## src/rtl/hbi_pkg.sv

```systemverilog
`timescale 1ns/1ps
package hbi_pkg;
  typedef enum logic [1:0] {
    BUS_INTEL = 2'b00,
    BUS_MOTO  = 2'b01,
    BUS_SYNC  = 2'b10
  } bus_mode_e;

  // Bit positions in the synchronized control vector.
  localparam int unsigned SIG_CS   = 0;
  localparam int unsigned SIG_STRB = 1;
  localparam int unsigned SIG_ALE  = 2;
  localparam int unsigned SIG_WRL  = 3;
  localparam int unsigned SIG_N    = 4;

  function automatic bus_mode_e decode_mode(input logic [1:0] sel);
    if (sel[1])      return BUS_SYNC;
    else if (sel[0]) return BUS_MOTO;
    else             return BUS_INTEL;
  endfunction
endpackage

```

## src/rtl/hbi_sync.sv

```systemverilog
`timescale 1ns/1ps
module hbi_sync #(
  parameter int unsigned WIDTH  = 4,
  parameter int unsigned STAGES = 2
) (
  input  logic             clk,
  input  logic             rst_n,
  input  logic [WIDTH-1:0] d_i,
  output logic [WIDTH-1:0] q_o
);
  logic [WIDTH-1:0] stage_q [STAGES];

  for (genvar s = 0; s < STAGES; s++) begin : g_stage
    always_ff @(posedge clk or negedge rst_n) begin
      if (!rst_n)      stage_q[s] <= '0;
      else if (s == 0) stage_q[s] <= d_i;
      else             stage_q[s] <= stage_q[(s == 0) ? 0 : s-1];
    end
  end

  assign q_o = stage_q[STAGES-1];
endmodule

```

## src/rtl/hbi_decode.sv

```systemverilog
`timescale 1ns/1ps
module hbi_decode
  import hbi_pkg::*;
#(
  parameter int unsigned ADDR_W = 15,
  parameter int unsigned DATA_W = 8
) (
  input  logic              clk,
  input  logic              rst_n,
  input  bus_mode_e         mode,
  input  logic              cs_n,
  input  logic [ADDR_W-1:0] addr_i,
  input  logic              ale_as,
  input  logic              strb_n,
  input  logic              rw_ctl,
  input  logic [DATA_W-1:0] data_i,
  output logic              wr_en,
  output logic [ADDR_W-1:0] wr_addr,
  output logic [DATA_W-1:0] wr_data,
  output logic              rd_en,
  output logic [ADDR_W-1:0] rd_addr
);
  logic [SIG_N-1:0] raw_act, s_cur, s_prev;
  logic             ale_fall, strb_fall, wrl_fall;
  logic             intel_arm_q, moto_arm_q, sync_rd_q;
  logic [ADDR_W-1:0] addr_q;
  logic             async_wr, async_rd;

  // Normalise every control to active high before synchronizing, so all
  // flops reset to the idle value 0 whatever the mode.
  always_comb begin
    raw_act           = '0;
    raw_act[SIG_CS]   = ~cs_n;
    raw_act[SIG_STRB] = ~strb_n;
    raw_act[SIG_ALE]  = (mode == BUS_MOTO) ? ~ale_as : ale_as;
    raw_act[SIG_WRL]  = ~rw_ctl;
  end

  hbi_sync #(.WIDTH(SIG_N), .STAGES(2)) u_sync (
    .clk   (clk),
    .rst_n (rst_n),
    .d_i   (raw_act),
    .q_o   (s_cur)
  );

  always_ff @(posedge clk or negedge rst_n) begin
    if (!rst_n) begin
      s_prev      <= '0;
      intel_arm_q <= 1'b0;
      moto_arm_q  <= 1'b0;
      sync_rd_q   <= 1'b0;
    end else begin
      s_prev      <= s_cur;
      intel_arm_q <= s_cur[SIG_WRL] & s_cur[SIG_CS];
      moto_arm_q  <= s_cur[SIG_STRB] & s_cur[SIG_WRL] & s_cur[SIG_CS];
      sync_rd_q   <= (mode == BUS_SYNC) & ~cs_n & rw_ctl;
    end
  end

  assign ale_fall  = s_prev[SIG_ALE]  & ~s_cur[SIG_ALE];
  assign strb_fall = s_prev[SIG_STRB] & ~s_cur[SIG_STRB];
  assign wrl_fall  = s_prev[SIG_WRL]  & ~s_cur[SIG_WRL];

  // Address register: latch edge in async modes, every selected cycle in sync mode.
  always_ff @(posedge clk or negedge rst_n) begin
    if (!rst_n) addr_q <= '0;
    else if (mode == BUS_SYNC) begin
      if (!cs_n) addr_q <= addr_i;
    end else if (ale_fall) addr_q <= addr_i;
  end

  always_comb begin
    async_wr = 1'b0;
    async_rd = 1'b0;
    unique case (mode)
      BUS_INTEL: begin
        async_wr = wrl_fall & intel_arm_q;
        async_rd = s_cur[SIG_STRB] & s_cur[SIG_CS];
      end
      BUS_MOTO: begin
        async_wr = strb_fall & moto_arm_q;
        async_rd = s_cur[SIG_STRB] & s_cur[SIG_CS] & ~s_cur[SIG_WRL];
      end
      default: ;
    endcase
  end

  always_comb begin
    if (mode == BUS_SYNC) begin
      wr_en   = ~cs_n & ~strb_n & ~rw_ctl;
      wr_addr = addr_i;
    end else begin
      wr_en   = async_wr;
      wr_addr = addr_q;
    end
  end

  assign wr_data = data_i;
  assign rd_addr = addr_q;
  // Raw chip select gates the bus driver so a late synchronizer cannot hold it on.
  assign rd_en   = ~cs_n & ((mode == BUS_SYNC) ? sync_rd_q : async_rd);


  addr_hold_chk: assert property (@(posedge clk) disable iff (!rst_n)
    (mode != BUS_SYNC && !ale_fall) |=> $stable(addr_q));


  sync_wr_cs_chk: assert property (@(posedge clk) disable iff (!rst_n)
    (mode == BUS_SYNC && wr_en) |-> (!cs_n && !strb_n));
endmodule

```

## src/rtl/hbi_regs.sv

```systemverilog
`timescale 1ns/1ps
module hbi_regs #(
  parameter int unsigned ADDR_W = 15,
  parameter int unsigned DATA_W = 8,
  parameter int unsigned DEPTH  = 16
) (
  input  logic              clk,
  input  logic              rst_n,
  input  logic              wr_en,
  input  logic [ADDR_W-1:0] wr_addr,
  input  logic [DATA_W-1:0] wr_data,
  input  logic [ADDR_W-1:0] rd_addr,
  output logic [DATA_W-1:0] rd_data
);
  localparam int unsigned IDX_W = (DEPTH > 1) ? $clog2(DEPTH) : 1;

  logic [DATA_W-1:0] mem [DEPTH];
  logic [IDX_W-1:0]  wr_idx, rd_idx;
  logic              wr_hit, rd_hit;

  assign wr_idx = wr_addr[IDX_W-1:0];
  assign rd_idx = rd_addr[IDX_W-1:0];
  assign wr_hit = (wr_addr[ADDR_W-1:IDX_W] == '0) && (int'(wr_idx) < DEPTH);
  assign rd_hit = (rd_addr[ADDR_W-1:IDX_W] == '0) && (int'(rd_idx) < DEPTH);

  for (genvar i = 0; i < DEPTH; i++) begin : g_reg
    always_ff @(posedge clk or negedge rst_n) begin
      if (!rst_n) mem[i] <= '0;
      else if (wr_en && wr_hit && (int'(wr_idx) == i)) mem[i] <= wr_data;
    end
  end

  assign rd_data = rd_hit ? mem[rd_idx] : '0;


  write_store_chk: assert property (@(posedge clk) disable iff (!rst_n)
    (wr_en && wr_hit) |=> (mem[$past(wr_idx)] == $past(wr_data)));
endmodule

```

## src/rtl/host_bus_slave.sv

```systemverilog
`timescale 1ns/1ps
module host_bus_slave
  import hbi_pkg::*;
#(
  parameter int unsigned ADDR_W = 15,
  parameter int unsigned DATA_W = 8,
  parameter int unsigned DEPTH  = 16
) (
  input  logic              clk,
  input  logic              rst_n,
  input  logic [1:0]        mode_sel,
  input  logic              cs_n,
  input  logic [ADDR_W-1:0] addr_i,
  input  logic              ale_as,
  input  logic              strb_n,
  input  logic              rw_ctl,
  input  logic [DATA_W-1:0] data_i,
  output logic [DATA_W-1:0] data_o,
  output logic              data_oe
);
  bus_mode_e         mode_q;
  logic              wr_en, rd_en;
  logic [ADDR_W-1:0] wr_addr, rd_addr;
  logic [DATA_W-1:0] wr_data, rd_data;

  // Mode is loaded only while reset is held.
  always_ff @(posedge clk) begin
    if (!rst_n) mode_q <= decode_mode(mode_sel);
  end

  hbi_decode #(.ADDR_W(ADDR_W), .DATA_W(DATA_W)) u_decode (
    .clk     (clk),
    .rst_n   (rst_n),
    .mode    (mode_q),
    .cs_n    (cs_n),
    .addr_i  (addr_i),
    .ale_as  (ale_as),
    .strb_n  (strb_n),
    .rw_ctl  (rw_ctl),
    .data_i  (data_i),
    .wr_en   (wr_en),
    .wr_addr (wr_addr),
    .wr_data (wr_data),
    .rd_en   (rd_en),
    .rd_addr (rd_addr)
  );

  hbi_regs #(.ADDR_W(ADDR_W), .DATA_W(DATA_W), .DEPTH(DEPTH)) u_regs (
    .clk     (clk),
    .rst_n   (rst_n),
    .wr_en   (wr_en),
    .wr_addr (wr_addr),
    .wr_data (wr_data),
    .rd_addr (rd_addr),
    .rd_data (rd_data)
  );

  assign data_oe = rd_en & rst_n;
  assign data_o  = data_oe ? rd_data : '0;


  oe_cs_chk: assert property (@(posedge clk) disable iff (!rst_n)
    data_oe |-> !cs_n);


  mode_hold_chk: assert property (@(posedge clk) disable iff (!rst_n)
    $past(rst_n) |-> $stable(mode_q));
endmodule

```

## config.mk

```make
export PLATFORM = sky130hd
export DESIGN_NAME = host_bus_slave
export DESIGN_NICKNAME = d
export VERILOG_FILES = /design/src/rtl/hbi_pkg.sv /design/src/rtl/hbi_sync.sv /design/src/rtl/hbi_decode.sv /design/src/rtl/hbi_regs.sv /design/src/rtl/host_bus_slave.sv
export SDC_FILE = /design/constraint.sdc
export NUM_CORES = 1
export LEC_CHECK = 0
export BUFFER_PORTS_ARGS = -buffer_cell sky130_fd_sc_hd__buf_2
export CAP_MARGIN = 20
export CORE_UTILIZATION = 55
export CTS_BUF_LIST = sky130_fd_sc_hd__clkbuf_16
export DETAILED_ROUTE_END_ITERATION = 12
export GPL_TIMING_DRIVEN = 0
export PLACE_DENSITY = 0.73
export SYNTH_ARGS = -nofsm -noshare
export SYNTH_HDL_FRONTEND = slang
export SYNTH_SLANG_ARGS = --single-unit
```

## constraint.sdc

```tcl
create_clock -name clk -period 3.2 [get_ports clk]
set_clock_uncertainty 0.05 [all_clocks]
set_input_delay 0.32 -clock clk [delete_from_list [all_inputs] [get_ports clk]]
set_output_delay 0.32 -clock clk [all_outputs]
set_load 0.03 [all_outputs]
```

==> impl_results.md <==
* Initial standard-cell utilization of the core at between 50 and 60%
* Die W at 116 um
* Routed length on met1 at 7060 um
* Kind of start point of the critical path: flop
* Critical path class: reg -> out
* Count of cell types in the netlist at 32
* Outcome: complete, no violations
* Dominant delay contributor by cell family on the critical path: buffers and inverters
* Number of sinks on the clock net at 159
* Final Total Pwr at 5.09 mW
* Worst setup slack after layout at 0.146 ns
* Total via count after detailed routing at 4272
* CP max FO at 10
* Leading post-synthesis cells by cell area: sky130_fd_sc_hd__dfrtp_1, sky130_fd_sc_hd__mux2_2, sky130_fd_sc_hd__mux4_2
* Slew at the pin with the worst max-slew slack at 0.733 ns
* Fraction of power spent switching nets at 26.8%
* Area of the mapped netlist at approximately 7200 um^2
* Share of flip-flops with an asynchronous set or reset after synthesis at 98.7%
* Die Y-Extent at 116 um
* Pre-CTS WS at approximately 0.17 ns
* Final weighted congestion of routability-driven global placement at 0.838
* Met3 wire length at ~540 um
* First-pass GRT wire length at 24700 um
* Number of antenna violations at the first check in global routing at 0
* First DRT Iteration DRCs at 262
* TritonCTS buffer count at 17
* Number of cells in the finished layout apart from fillers at 711
* PD cells at 618 nW/um^2
* Relative contribution of the clock network to total power at 37.7%
* Maximum number of pins on one net before global-route repair at 92
* Max H-tree Level at 4
* Mapped Cells at 466
* Share of power burned in combinational logic at 18.4%
* Number of global-route vias before repair at between 4000 and 5000
* Max Slew Vio Count at 0
* Final Cycle Share at 95.4%
* Antenna diode instance count at 0
* Unrepaired setup endpoints after global routing: no
* Delay of the slowest cell on the worst path at 0.56 ns
* Arrival time of the worst setup path at 2.68 ns
* Fraction of final layout cells sized beyond drive strength 1 at 48.2%
* Seq cells post-synth at ~160
* DRC violations left at 0
* Leak at 3.64 nW
* Final HPWL from detailed placement at about 10000 um
* Met2 routed wirelength at 7600 um
* EDFF count, synth at 2
* Worst IR drop on VDD at 0.380 mV
* Drt via density at 6.01
* Switching pwr at 1.37 mW
* # rows at 41
* Type of the tightest min-delay check: in -> reg
* Reported max-cap violation count at 0
* Root buffer cell: sky130_fd_sc_hd__clkbuf_16
* Data required time of the worst path at about 2.8 ns
* Per-instance average area after synthesis at 15.4 um^2
* Synth Flop Type: sky130_fd_sc_hd__dfrtp_1
* Final ANT Viol Nets at 0
* CORE AREA at 12700 um^2
* Part of the Yosys area used for sequential elements at a little under three fifths
* Post-layout minimum cycle time at between 3 and 4 ns
* Crit. End Element: output pin
* Number of warnings printed during yosys synthesis at 0
* Grt total ovfl at 0
* Detailed Route WL at 15500 um
* Skew-Pair Late Insertion Delay at between 0.4 and 0.5 ns
* Boundary pin count at 40
* Crit-path cells: buf_4 -> buf_2 -> mux4_2 -> a211oi_1 -> a211oi_1 -> buf_2
* Wirelength per Cell at 21.8 um
* Number of buffers inserted by port buffering at 39
* Cell with the largest stage delay on the worst path: sky130_fd_sc_hd__mux4_2
* Top cell type's share of synthesized area at 54.7%
* First-pass detailed-route iteration total at 4
* Worst Path Buf+Inv at 3
* Yosys top cell by area: sky130_fd_sc_hd__dfrtp_1
* Total track usage at 25.8%
* Inst Count DP at 678
* Upper clock frequency limit at between 0.3 and 0.4 GHz
* Final number of hold-violating endpoints at 0
* Uppermost metal layer occupied by signal nets: met4
* Net count after synthesis at approximately 500
* Number of nets in the final layout at ~560
* Area Growth Syn to Fin at 14.6%
* CTS tree: built
* Max Root-Sink Buffers at 2
* Proportion of power drawn by flip-flops and latches at between 40 and 50%
* Clock-pin slew on the worst setup and hold paths at 0.06 ns
* Internal portion of total power at about 3.7 mW
* Die Footprint at around 14000 um^2
* Relative slew margins at 51.0%
* Final setup viols at 0
[cell type report]
cell class | count | area (um^2)
plain buffers | 24 | 115
fillers | 911 | 4440
repair buffers | 43 | 274
multi-input cells | 277 | 3070
flip-flops and latches | 159 | 3990
well taps | 172 | 215
inverters | 4 | 15.0
clock buffers | 17 | 425
clock inverters | 15 | 130
[through the flow]
stage | TNS (ns) | hold WS, ns | cell area [um^2] | util, %
after CTS | 0 | 0.00903 | 8220 | 64.9
after floorplan | -0.777 | -0.0256 | 7180 | -
after global placement | -77.53 | 0.282 | 7590 | 59.9
final | 0 | 0.0201 | 8230 | 64.9
after detailed placement | 0 | 0.286 | 7630 | 60.2
after global routing | 0 | 0.0176 | 8230 | 64.9
[registers in the layout, indices dropped and copies added (netlist names)]
name / cells
u_regs.mem: 128
u_decode.rd_addr: 15
u_decode.u_sync.q_o: 4
u_decode.u_sync.stage_q: 4
u_decode.s_prev: 3
mode_q: 2
u_decode.intel_arm_q: 1
u_decode.moto_arm_q: 1
u_decode.sync_rd_q: 1
[final timing paths]
| check | startpoint | end | slack [ns] | depth (start not counted) |
|---|---|---|---|---|
| worst max register to register | u_decode.rd_addr[6]$_DFFE_PN0P_ | u_regs.mem[21]$_DFFE_PN0P_ | 0.60 | 6 |
| max in group asynchronous | rst_n | u_regs.mem[116]$_DFFE_PN0P_ | 2.28 | 3 |
| worst min-delay path | ale_as | u_decode.u_sync.stage_q[6]$_DFF_PN0_ | 0.02 | 2 |
| worst max-delay path | u_decode.rd_addr[0]$_DFFE_PN0P_ | data_o[5] | 0.15 | 6 |
| worst min register to register | u_decode.u_sync.stage_q[6]$_DFF_PN0_ | u_decode.u_sync.q_o[2]$_DFF_PN0_ | 0.30 | 0 |
| min in group asynchronous | rst_n | u_decode.u_sync.stage_q[5]$_DFF_PN0_ | 0.43 | 3 |
[power groups by stage]
stage | sequential (mW) | clock, mW | combinational [mW]
floorplan | 2.23 | 0 | 0.677
global placement | 2.25 | 0 | 0.924
detailed placement | 2.26 | 0 | 0.950
CTS | 2.24 | 1.95 | 0.937
global route | 2.25 | 2.03 | 1.00
finish | 2.24 | 1.92 | 0.936
[routing by layer]
metal | track usage, % | vias to the layer above
li1 | - | 1881
met3 | 5.29 | 19
met5 | 0 | -
met1 | 35.9 | 2297
met2 | 40.0 | 75
met4 | 10.6 | 0
[cells in the final DEF (no fill, tap or decap), drive strengths merged, types with 4 or more instances in the layout]
cell type | netlist | final
nor3b | 5 | 5
nand2 | 9 | 9
nand3b | 10 | 10
nor3 | 9 | 9
clkinvlp | 0 | 4
mux2i | 8 | 8
nand3 | 14 | 14
buf | 9 | 50
clkinv | 0 | 7
mux4 | 32 | 32
nand4 | 4 | 4
inv | 4 | 6
mux2 | 143 | 143
nor2b | 10 | 10
a211oi | 17 | 17
clkbuf | 17 | 33
nor4 | 4 | 4
dfrtp | 157 | 157
[cells in the mapped netlist, types with 5 or more instances]
cell type and instances:
sky130_fd_sc_hd__dfrtp_1 157, sky130_fd_sc_hd__mux2_2 140, sky130_fd_sc_hd__mux4_2 32, sky130_fd_sc_hd__a211oi_1 17
sky130_fd_sc_hd__clkbuf_1 17, sky130_fd_sc_hd__nand3_1 14, sky130_fd_sc_hd__nand3b_1 10, sky130_fd_sc_hd__nor2b_1 10
sky130_fd_sc_hd__nand2_1 9, sky130_fd_sc_hd__mux2i_1 8, sky130_fd_sc_hd__nor3_1 8, sky130_fd_sc_hd__buf_2 5
sky130_fd_sc_hd__nor3b_4 5
[logic make-up after synthesis]
group	count (synthesis)	share of synthesized area [%]
buf+inv	30	1.86
compound gates	20	2.11
mux	183	33.6
flops	159	55.5
simple gates	73	6.81
xor+xnor	1	0.122
[timing repair]
action                                 CTS  global route
resized for setup                        3             3
setup endpoints to repair                8             5
setup buffers                            1             0
hold buffers                             2             0
pin swaps                                1             0
endpoints found under the hold margin   66             0
Note: power is estimated with default switching activity, not from simulation.
